<file path="config.mk">
export PLATFORM = sky130hd
export DESIGN_NAME = arm_cfg_seq
export DESIGN_NICKNAME = d
export VERILOG_FILES = /design/src/rtl/arm_seq_pkg.sv /design/src/rtl/arm_cell_maps.sv /design/src/rtl/arm_path_stack.sv /design/src/rtl/arm_nbr_pick.sv /design/src/rtl/arm_cfg_seq.sv
export SDC_FILE = /design/constraint.sdc
export NUM_CORES = 1
export LEC_CHECK = 0
export BUFFER_PORTS_ARGS = -buffer_cell sky130_fd_sc_hd__buf_4
export CAP_MARGIN = 10
export CORE_MARGIN = 2
export CORE_UTILIZATION = 55
export DETAILED_ROUTE_END_ITERATION = 6
export MAX_ROUTING_LAYER = met4
export PLACE_DENSITY = 0.79
export SLEW_MARGIN = 5
export SYNTH_ARGS = -nofsm -noshare
export SYNTH_HDL_FRONTEND = slang
export SYNTH_SLANG_ARGS = --single-unit
</file>
<file path="constraint.sdc">
create_clock -name clk -period 8.23 [get_ports clk]
set_clock_uncertainty 0.1 [all_clocks]
set_input_delay 0.823 -clock clk [delete_from_list [all_inputs] [get_ports clk]]
set_output_delay 0.823 -clock clk [all_outputs]
set_load 0.01 [all_outputs]
</file>
<file path="src/rtl/arm_seq_pkg.sv">
// Package: shared state encoding and direction stepping for the arm sequencer.
// Assumes: grids of at least 2x2; directions are tried in enum order.
package arm_seq_pkg;

    typedef enum logic [2:0] {
        ST_IDLE,
        ST_SELECT,
        ST_TEST,
        ST_CONFIG,
        ST_EXTEND,
        ST_RETRACT,
        ST_DONE,
        ST_FAIL
    } seq_state_t;

    // Enum order is the extension priority.
    typedef enum logic [1:0] {
        DIR_RIGHT,
        DIR_DOWN,
        DIR_LEFT,
        DIR_UP
    } arm_dir_t;

    // Row offset taken by one step in the given direction.
    function automatic int dir_drow(arm_dir_t d);
        case (d)
            DIR_DOWN: return 1;
            DIR_UP:   return -1;
            default:  return 0;
        endcase
    endfunction

    // Column offset taken by one step in the given direction.
    function automatic int dir_dcol(arm_dir_t d);
        case (d)
            DIR_RIGHT: return 1;
            DIR_LEFT:  return -1;
            default:   return 0;
        endcase
    endfunction

endpackage

</file>
<file path="src/rtl/arm_cell_maps.sv">
// Module: per-cell visited and faulty flags for the whole grid.
// Does:   sets one flag per cycle at cell_idx; clr wipes all flags.
// Assumes: clr has priority over marks; cell_idx < CELLS when marking.
module arm_cell_maps #(
    parameter int CELLS = 16,
    localparam int IW = $clog2(CELLS)
) (
    input  logic             clk,
    input  logic             rst_n,
    input  logic             clr,
    input  logic             mark_vis,
    input  logic             mark_flt,
    input  logic [IW-1:0]    cell_idx,
    output logic [CELLS-1:0] visited,
    output logic [CELLS-1:0] faulty
);

    for (genvar gi = 0; gi < CELLS; gi++) begin : g_cell
        logic vis_q;
        logic flt_q;

        // Hold this cell's two flags.
        always_ff @(posedge clk) begin
            if (!rst_n) begin
                vis_q <= 1'b0;
                flt_q <= 1'b0;
            end else if (clr) begin
                vis_q <= 1'b0;
                flt_q <= 1'b0;
            end else begin
                if (mark_vis && (cell_idx == IW'(gi))) vis_q <= 1'b1;
                if (mark_flt && (cell_idx == IW'(gi))) flt_q <= 1'b1;
            end
        end

        assign visited[gi] = vis_q;
        assign faulty[gi]  = flt_q;
    end

endmodule

</file>
<file path="src/rtl/arm_path_stack.sv">
// Module: LIFO of grid positions forming the arm path.
// Does:   init leaves one entry (0,0); push appends; pop drops the last.
// Assumes: never popped at depth 1, never pushed past the cell count.
module arm_path_stack #(
    parameter int RW = 2,
    parameter int CW = 2,
    parameter int PW = 5,
    localparam int SD = 1 << PW
) (
    input  logic          clk,
    input  logic          rst_n,
    input  logic          init,
    input  logic          push,
    input  logic          pop,
    input  logic [RW-1:0] push_row,
    input  logic [CW-1:0] push_col,
    output logic [RW-1:0] top_row,
    output logic [CW-1:0] top_col,
    output logic          at_base
);

    logic [RW-1:0] row_q [SD];
    logic [CW-1:0] col_q [SD];
    logic [PW-1:0] depth_q;

    // Track the number of positions on the path.
    always_ff @(posedge clk) begin
        if (!rst_n)      depth_q <= PW'(1);
        else if (init)   depth_q <= PW'(1);
        else if (push)   depth_q <= depth_q + PW'(1);
        else if (pop)    depth_q <= depth_q - PW'(1);
    end

    // Store the positions; the base entry is always the origin.
    always_ff @(posedge clk) begin
        if (!rst_n || init) begin
            row_q[0] <= '0;
            col_q[0] <= '0;
        end else if (push) begin
            row_q[depth_q] <= push_row;
            col_q[depth_q] <= push_col;
        end
    end

    assign top_row = row_q[depth_q - PW'(1)];
    assign top_col = col_q[depth_q - PW'(1)];
    assign at_base = (depth_q == PW'(1));

endmodule

</file>
<file path="src/rtl/arm_nbr_pick.sv">
// Module: picks the first free neighbour of the tip in priority order.
// Does:   a neighbour is free when inside the grid and not blocked.
// Assumes: blocked = visited | faulty, one bit per cell, row-major.
module arm_nbr_pick
    import arm_seq_pkg::*;
#(
    parameter int ROWS = 4,
    parameter int COLS = 4,
    localparam int CELLS = ROWS * COLS,
    localparam int IW = $clog2(CELLS),
    localparam int RW = $clog2(ROWS),
    localparam int CW = $clog2(COLS)
) (
    input  logic [RW-1:0]    tip_row,
    input  logic [CW-1:0]    tip_col,
    input  logic [CELLS-1:0] blocked,
    output logic             found,
    output logic [RW-1:0]    nxt_row,
    output logic [CW-1:0]    nxt_col
);

    // Scan the four directions; the lowest-numbered free one wins.
    always_comb begin
        int   r;
        int   c;
        logic ok;
        found   = 1'b0;
        nxt_row = tip_row;
        nxt_col = tip_col;
        for (int d = 0; d < 4; d++) begin
            r  = int'(tip_row) + dir_drow(arm_dir_t'(d));
            c  = int'(tip_col) + dir_dcol(arm_dir_t'(d));
            ok = (r >= 0) && (r < ROWS) && (c >= 0) && (c < COLS);
            if (ok) ok = !blocked[IW'(r * COLS + c)];
            if (ok && !found) begin
                found   = 1'b1;
                nxt_row = RW'(r);
                nxt_col = CW'(c);
            end
        end
    end

endmodule

</file>
<file path="src/rtl/arm_cfg_seq.sv">
// Module: top-level sequencer that walks the configuration arm.
// Does:   test-then-configure at the tip, extend depth-first, retract
//         one step when blocked, finish with done or fail.
// Assumes: test_ack/cfg_ack are single-cycle responses to held requests;
//          start is ignored while a run is in progress.
module arm_cfg_seq
    import arm_seq_pkg::*;
#(
    parameter int ROWS = 4,
    parameter int COLS = 4,
    localparam int CELLS = ROWS * COLS,
    localparam int IW = $clog2(CELLS),
    localparam int PW = $clog2(CELLS + 1),
    localparam int RW = $clog2(ROWS),
    localparam int CW = $clog2(COLS)
) (
    input  logic          clk,
    input  logic          rst_n,
    input  logic          start,
    input  logic [PW-1:0] target_cnt,
    output logic          test_req,
    input  logic          test_ack,
    input  logic          test_pass,
    output logic          cfg_req,
    input  logic          cfg_ack,
    output logic [RW-1:0] tip_row,
    output logic [CW-1:0] tip_col,
    output logic          done,
    output logic          fail
);

    seq_state_t       state_q;
    seq_state_t       state_d;
    logic [PW-1:0]    goal_q;
    logic [PW-1:0]    cnt_q;
    logic [PW-1:0]    cnt_inc;
    logic             launch;
    logic             mark_vis;
    logic             mark_flt;
    logic             do_push;
    logic             do_pop;
    logic             at_base;
    logic             nbr_found;
    logic [RW-1:0]    nbr_row;
    logic [CW-1:0]    nbr_col;
    logic [IW-1:0]    tip_idx;
    logic [CELLS-1:0] vis_map;
    logic [CELLS-1:0] fault_map;

    assign launch   = start && (state_q == ST_IDLE || state_q == ST_DONE
                                || state_q == ST_FAIL);
    assign mark_vis = (state_q == ST_SELECT);
    assign mark_flt = (state_q == ST_TEST) && test_ack && !test_pass;
    assign do_push  = (state_q == ST_EXTEND) && nbr_found;
    assign do_pop   = (state_q == ST_RETRACT) && !at_base;
    assign cnt_inc  = cnt_q + PW'(1);
    assign tip_idx  = IW'(int'(tip_row) * COLS + int'(tip_col));

    arm_path_stack #(.RW(RW), .CW(CW), .PW(PW)) u_stack (
        .clk      (clk),
        .rst_n    (rst_n),
        .init     (launch),
        .push     (do_push),
        .pop      (do_pop),
        .push_row (nbr_row),
        .push_col (nbr_col),
        .top_row  (tip_row),
        .top_col  (tip_col),
        .at_base  (at_base)
    );

    arm_cell_maps #(.CELLS(CELLS)) u_maps (
        .clk      (clk),
        .rst_n    (rst_n),
        .clr      (launch),
        .mark_vis (mark_vis),
        .mark_flt (mark_flt),
        .cell_idx (tip_idx),
        .visited  (vis_map),
        .faulty   (fault_map)
    );

    arm_nbr_pick #(.ROWS(ROWS), .COLS(COLS)) u_pick (
        .tip_row (tip_row),
        .tip_col (tip_col),
        .blocked (vis_map | fault_map),
        .found   (nbr_found),
        .nxt_row (nbr_row),
        .nxt_col (nbr_col)
    );

    // Next-state decision for the arm walk.
    always_comb begin
        state_d = state_q;
        case (state_q)
            ST_IDLE, ST_DONE, ST_FAIL: begin
                if (start) state_d = (target_cnt == '0) ? ST_DONE : ST_SELECT;
            end
            ST_SELECT:  state_d = ST_TEST;
            ST_TEST: begin
                if (test_ack) state_d = test_pass ? ST_CONFIG : ST_RETRACT;
            end
            ST_CONFIG: begin
                if (cfg_ack) state_d = (cnt_inc == goal_q) ? ST_DONE : ST_EXTEND;
            end
            ST_EXTEND:  state_d = nbr_found ? ST_SELECT : ST_RETRACT;
            ST_RETRACT: state_d = at_base ? ST_FAIL : ST_EXTEND;
            default:    state_d = ST_IDLE;
        endcase
    end

    // State register.
    always_ff @(posedge clk) begin
        if (!rst_n) state_q <= ST_IDLE;
        else        state_q <= state_d;
    end

    // Capture the goal and count configured blocks.
    always_ff @(posedge clk) begin
        if (!rst_n) begin
            goal_q <= '0;
            cnt_q  <= '0;
        end else if (launch) begin
            goal_q <= target_cnt;
            cnt_q  <= '0;
        end else if (state_q == ST_CONFIG && cfg_ack) begin
            cnt_q  <= cnt_inc;
        end
    end

    assign test_req = (state_q == ST_TEST);
    assign cfg_req  = (state_q == ST_CONFIG);
    assign done     = (state_q == ST_DONE);
    assign fail     = (state_q == ST_FAIL);

endmodule

</file>
==> results of run 1 <==
worst max-delay path: stages (launching register included):
cell	delay, ns
dfxtp_1	0.63
inv_1	0.21
ha_1	0.34
xnor2_1	0.83
nand2_1	0.11
o211a_1	0.24
or4_1	1.00
nor2_1	0.72
ha_1	0.43
nand2b_1	0.14
nor2_1	0.06
a211oi_1	0.25
o311ai_1	0.22
o2bb2ai_4	0.34
o311ai_4	0.20
or3_1	0.61
nor2_1	0.41
worst min-delay path by stage:
stage	slack [ns]	from	to	depth (start not counted)
floorplan	0.33	u_maps.g_cell[9].flt_q$_SDFFE_PP0P_	u_maps.g_cell[9].flt_q$_SDFFE_PP0P_	2
global placement	0.34	u_maps.g_cell[9].flt_q$_SDFFE_PP0P_	u_maps.g_cell[9].flt_q$_SDFFE_PP0P_	2
detailed placement	0.35	u_maps.g_cell[9].flt_q$_SDFFE_PP0P_	u_maps.g_cell[9].flt_q$_SDFFE_PP0P_	2
CTS	0.37	u_maps.g_cell[9].flt_q$_SDFFE_PP0P_	u_maps.g_cell[9].flt_q$_SDFFE_PP0P_	2
global route	0.39	u_maps.g_cell[9].flt_q$_SDFFE_PP0P_	u_maps.g_cell[9].flt_q$_SDFFE_PP0P_	2
finish	0.37	u_maps.g_cell[4].flt_q$_SDFFE_PP0P_	u_maps.g_cell[4].flt_q$_SDFFE_PP0P_	2
state kept, by name (all words and copies together) (netlist names):
name                 count
u_stack.col_q           64
u_stack.row_q           64
u_maps.g_cell.flt_q     16
u_maps.g_cell.vis_q     16
cnt_q                    5
goal_q                   5
u_stack.depth_q          5
state_q                  3
kinds of logic (layout without fill, tap and decap cells):
group	Yosys count	in the layout	synth area share (%)
AND/OR/NAND/NOR	250	250	13.9
AO/OA/AOI/OAI	139	139	11.6
XOR/XNOR	14	14	1.61
buffers and inverters	60	72	5.21
flip-flops	178	178	55.3
multiplexers	48	48	10.9
adder cells (fa/ha/maj)	11	11	1.57
routing by layer:
| metal | track usage (%) | vias up | wire, um |
|---|---|---|---|
| met3 | 5.86 | 50 | 1130 |
| li1 | - | 2659 | - |
| met2 | 40.6 | 207 | 9650 |
| met5 | - | - | 0 |
| met1 | 31.6 | 2818 | 8340 |
| met4 | 10.6 | 0 | 590 |
synth_stat cells (10+ instances only):
| library cell | count |
|---|---|
| nand2_1 | 36 |
| mux2i_1 | 13 |
| clkbuf_1 | 10 |
| edfxtp_1 | 128 |
| a21oi_1 | 50 |
| o21ai_0 | 13 |
| nor2_1 | 116 |
| nor2b_1 | 11 |
| inv_1 | 14 |
| mux4_2 | 18 |
| dfxtp_1 | 50 |
| mux4_1 | 15 |
| clkbuf_8 | 10 |
| buf_6 | 10 |
| and2_1 | 11 |
| o41ai_1 | 10 |
| ha_1 | 11 |
| nand3_1 | 16 |
power breakdown:
| part | internal (mW) | switching [mW] |
|---|---|---|
| Clock | 0.458 | 0.361 |
| Combinational | 0.184 | 0.310 |
| Sequential | 0.965 | 0.0192 |
layout make-up:
class	count	area, sq um	share of cell area (%)
Sequential cell	178	4850	51.3
Multi-Input combinational cell	462	3480	36.8
Clock buffer	18	429	4.54
Tap cell	216	270	2.86
Timing Repair Buffer	25	200	2.12
Clock inverter	14	170	1.80
Inverter	15	63.8	0.675
metrics by stage:
stage          power, mW  hold WS [ns]  std cells  util [%]  setup slack (ns)
2_1_floorplan       1.40         0.329        700         -              1.84
3_3_place_gp        1.47         0.343        896      56.4              1.42
3_5_place_dp        1.49         0.354        896      56.4              1.20
4_1_cts             2.30         0.370        928      60.2              1.15
5_1_grt             2.39         0.394        928      60.2             0.489
6_report            2.30         0.374        928      60.2              1.03
cells in the final DEF, fill, tap and decap left out, types with 8 or more instances in the layout:
cell type	n
nor2b_1	11
mux4_2	18
nand3_1	16
edfxtp_1	128
and2_1	11
o2111ai_1	9
o21ai_0	13
ha_1	11
inv_1	14
a21oi_1	49
nand2_1	36
mux2i_1	13
mux4_1	15
xnor2_1	8
buf_4	24
o41ai_1	10
nor2_1	116
clkbuf_16	17
dfxtp_1	49
==> results.toml, run 1 <==
[synthesis]
ys_ff_latch = 178
syn_avg_cell_area_sq_um = 12.5
synth-edff-count = 128
yosysSeqAreaShare_pct = 55.3
synth_cell_types = 80
syn_nets = 722
synth_area_leader_cell = "edfxtp_1"
yosysTopAreaCellShare_pct = 43.8
ys_top_cells_by_area = "edfxtp_1, dfxtp_1, nor2_1"
synth_cells = 700
synthFlopType = "edfxtp_1"
yosysWarnings = 0
syn_area_sq_mm = 0.00877
synthArstFlopShare_pct = 0

[drt]
route.detailed.drc = 0
drt-initial-drc-count = 650
wl_per_cell_um = 21.2
vias_per_cell = 6.18
antenna_left = 0
totalWireLength_um = 19700
dr.pass1.iters = 5
vias = 5734

[critical_path]
cp-endpoint = "u_stack.col_q[1][1]$_DFFE_PP_"
reg2reg_from = "u_stack.depth_q[1]$_SDFFE_PP0P_"
startpoint = "u_stack.depth_q[1]$_SDFFE_PP0P_"
r2r-end = "u_stack.col_q[1][1]$_DFFE_PP_"
start_kind = "flop"
crit_path_max_fanout = 25
cp-end-kind = "flop"
cp.required_ns = 8.24
reg2reg_slack_ns = 1.03
worst_ep_arrival_time_ns = 7.21
path_class = "flop to flop"
reg2regPathDepth = 16

[floorplanning]
start_util_pct = 55.8
fp.dieArea_sq_mm = 0.0170
die_y_um = 130
io_pins = 19
die_x_um = 130
core_region_area_sq_mm = 0.0157
std_cell_rows = 46

[clocking]
cts_tree = "done"
postCtsSetupBuffers = 0
clk-insertion-delay-late_ns = 0.45
cts_hold_buf = 0
htreeDepth = 4
cts_root_buffer = "clkbuf_16"
cts_sinks = 178
numCtsBuffers = 17
cts-resized-gates = 0
clkSlewWorstSetupHoldPaths_ns = 0.07
clockBufferDepth = 2

[worst_hold_path]
hp-class = "flop to flop"

[power]
p_leak_nw = 3.56
ir_worst_vdd_v = 0.000215
power.density_mw_per_mm2 = 243

[placement]
routabilityCongestion = 0.952
placed_cell_area_sq_mm = 0.00886
post-dp-hpwl_um = 13200
io_buffer_count = 18

[cells_and_area]
filler_cell_count = 1230
drive_gt1_share_pct = 15.3
area_growth_pct = 7.85
insertedDiodeCount = 0
finish.instance_area_sq_mm = 0.00946
final_nets = 721

[grt]
grt_max_degree = 48
grt_pass1_wl_um = 30500
grt.overflow.total = 0
grtUsageTotal_pct = 25.5
antenna_found_initial = 0
grt_pass1_vias = 5465

[timing]
max_slew.worst_pin.slew_ns = 1.00
setup_viol = 0
grt_setup_unrepaired = "false"
timing.final.crit_share_pct = 87.5
hold_violations = 0
period_minus_slack_ns = 7.20
drv_slew = 0
maxSlewHeadroom_pct = 32.5
setup_tns_ns = 0
fmax_mhz = 139

[status]
status = "finished clean"

[flow_run]
max-cap-violations = 0
No activity file was read; power rests on OpenSTA's default activity.
==> run 2: changes to the inputs <==
--- a/config.mk
+++ b/config.mk
@@ -12,6 +12,7 @@
 export DETAILED_ROUTE_END_ITERATION = 6
 export MAX_ROUTING_LAYER = met4
 export PLACE_DENSITY = 0.79
+export RECOVER_POWER = 25
 export SLEW_MARGIN = 5
 export SYNTH_ARGS = -nofsm -noshare
 export SYNTH_HDL_FRONTEND = slang
==> run 2 against run 1 <==
Final cell count did not move; highest routed layer unchanged; utilization decreased by 0.45 points; fmax shrank 2.9%; flip-flop and latch count stayed put; final area fell by 0.74%; setup slack lost 0.21 ns; global-route usage is the same; the run now ends with max-capacitance violations, max-slew violations left; via count is 0.28% higher; power shrank 0.88%.
==> results.toml, run 2 (same netlist as run 1, synthesis figures left out) <==
[power]
p_leak_nw = 3.52
power.density_mw_per_mm2 = 243
ir_worst_vdd_v = 0.000215
total_power_mw = 2.28

[flow_run]
max-cap-violations = 1

[worst_hold_path]
hp-class = "flop to flop"

[timing]
hold_violations = 0
timing.final.crit_share_pct = 90.0
max_slew.worst_pin.slew_ns = 1.58
period_minus_slack_ns = 7.41
maxSlewHeadroom_pct = -5.23
grt_setup_unrepaired = "false"
drv_slew = 38
setup_tns_ns = 0
fmax_mhz = 135
setup_viol = 0

[critical_path]
crit_path_max_fanout = 25
path_class = "flop to flop"
worst-path-buf-inv = 3
critical-path-max-stage-delay_ns = 0.82
cp-end-kind = "flop"
crit_slowest_cell = "or4_1"
cp_top_family = "simple AND/OR/NAND/NOR gates"
crit_chain = "inv_1, ha_1, buf_12, mux4_1, nand2_1, o211a_1, or4_1, inv_8, nor2_1, ha_1, xor2_1, mux2_2, o32a_4, a21oi_4, o311ai_4, or3_1, nor2_1"
start_kind = "flop"
cp.required_ns = 8.24
worst_ep_arrival_time_ns = 7.42

[clocking]
clockBufferDepth = 2
numCtsBuffers = 17
cts_root_buffer = "clkbuf_16"
cts_tree = "done"
cts-resized-gates = 0
cts_hold_buf = 0
cts_sinks = 178
clkSlewWorstSetupHoldPaths_ns = 0.07
clk-insertion-delay-late_ns = 0.45
htreeDepth = 4
postCtsSetupBuffers = 0

[cells_and_area]
drive_gt1_share_pct = 13.8
insertedDiodeCount = 0
finish.instance_area_sq_mm = 0.00939
final_cell_mix = "edfxtp_1, nor2_1, a21oi_1, dfxtp_1, nand2_1"
final_nets = 721
filler_cell_count = 1239
area_growth_pct = 7.05
largest_registers = "u_stack.col_q: 64 flops, u_stack.row_q: 64 flops"
layout_commonest_cell = "edfxtp_1"

[drt]
route.detailed.drc = 0
dr.pass1.iters = 4
drt-initial-drc-count = 593
antenna_left = 0
wl_per_cell_um = 21.2
vias_per_cell = 6.20
totalWireLength_um = 19700
vias = 5750

[placement]
placed_cell_area_sq_mm = 0.00886
routabilityCongestion = 0.952
io_buffer_count = 18
post-dp-hpwl_um = 13200

[floorplanning]
io_pins = 19
die_x_um = 130
start_util_pct = 55.8
std_cell_rows = 46
core_region_area_sq_mm = 0.0157
die_y_um = 130
fp.dieArea_sq_mm = 0.0170

[status]
violations = "max-capacitance violations, max-slew violations"
status = "finished with violations"

[grt]
grt_pass1_vias = 5465
grtUsageTotal_pct = 25.5
grt_pass1_wl_um = 30500
grt.overflow.total = 0
antenna_found_initial = 0
grt_max_degree = 48
-- run 2: worst paths after layout --
path | start | end | slack, ns | cells after the start
worst max-delay path | u_stack.depth_q[1]$_SDFFE_PP0P_ | u_stack.col_q[1][1]$_DFFE_PP_ | 0.82 | 17
worst min-delay path | u_maps.g_cell[9].flt_q$_SDFFE_PP0P_ | u_maps.g_cell[9].flt_q$_SDFFE_PP0P_ | 0.38 | 2
worst max register to register | u_stack.depth_q[1]$_SDFFE_PP0P_ | u_stack.col_q[1][1]$_DFFE_PP_ | 0.82 | 17
worst min register to register | u_maps.g_cell[9].flt_q$_SDFFE_PP0P_ | u_maps.g_cell[9].flt_q$_SDFFE_PP0P_ | 0.38 | 2
-- run 2: cell type report --
| type | instances | area [sq um] | share of cell area, % |
|---|---|---|---|
| sequential | 178 | 4850 | 51.6 |
| multi-input combinational | 462 | 3430 | 36.6 |
| clock buffer | 18 | 429 | 4.57 |
| tap | 216 | 270 | 2.88 |
| timing repair buffer | 25 | 175 | 1.87 |
| clock inverter | 14 | 170 | 1.81 |
| inverter | 15 | 63.8 | 0.680 |
-- run 2: worst min-delay path, delay by kind of cell, from the launching register on --
kind	cells	cell delay, ns
simple gates	1	0.07
compound gates	1	0.05
flops	1	0.33
-- run 2: power by group --
group | internal [mW] | switching [mW] | total [mW]
clock network | 0.458 | 0.360 | 0.818
logic | 0.176 | 0.298 | 0.474
registers | 0.965 | 0.0191 | 0.984
total | 1.60 | 0.678 | 2.28
-- run 2: layer usage --
layer / GRT usage (%) / up-vias / routed length [um]
li1: - / 2655 / -
met4: 10.6 / 0 / 563
met3: 5.86 / 45 / 1090
met1: 31.6 / 2828 / 8410
met2: 40.6 / 222 / 9650
met5: - / - / 0
-- run 2: through the flow --
stage | hold WS (ns) | util (%) | instances | setup WS (ns)
4_1_cts | 0.370 | 60.2 | 928 | 1.15
3_3_place_gp | 0.343 | 56.4 | 896 | 1.42
6_report | 0.377 | 59.7 | 928 | 0.820
5_1_grt | 0.394 | 59.7 | 928 | 0.402
3_5_place_dp | 0.354 | 56.4 | 896 | 1.20
2_1_floorplan | 0.329 | - | 700 | 1.84
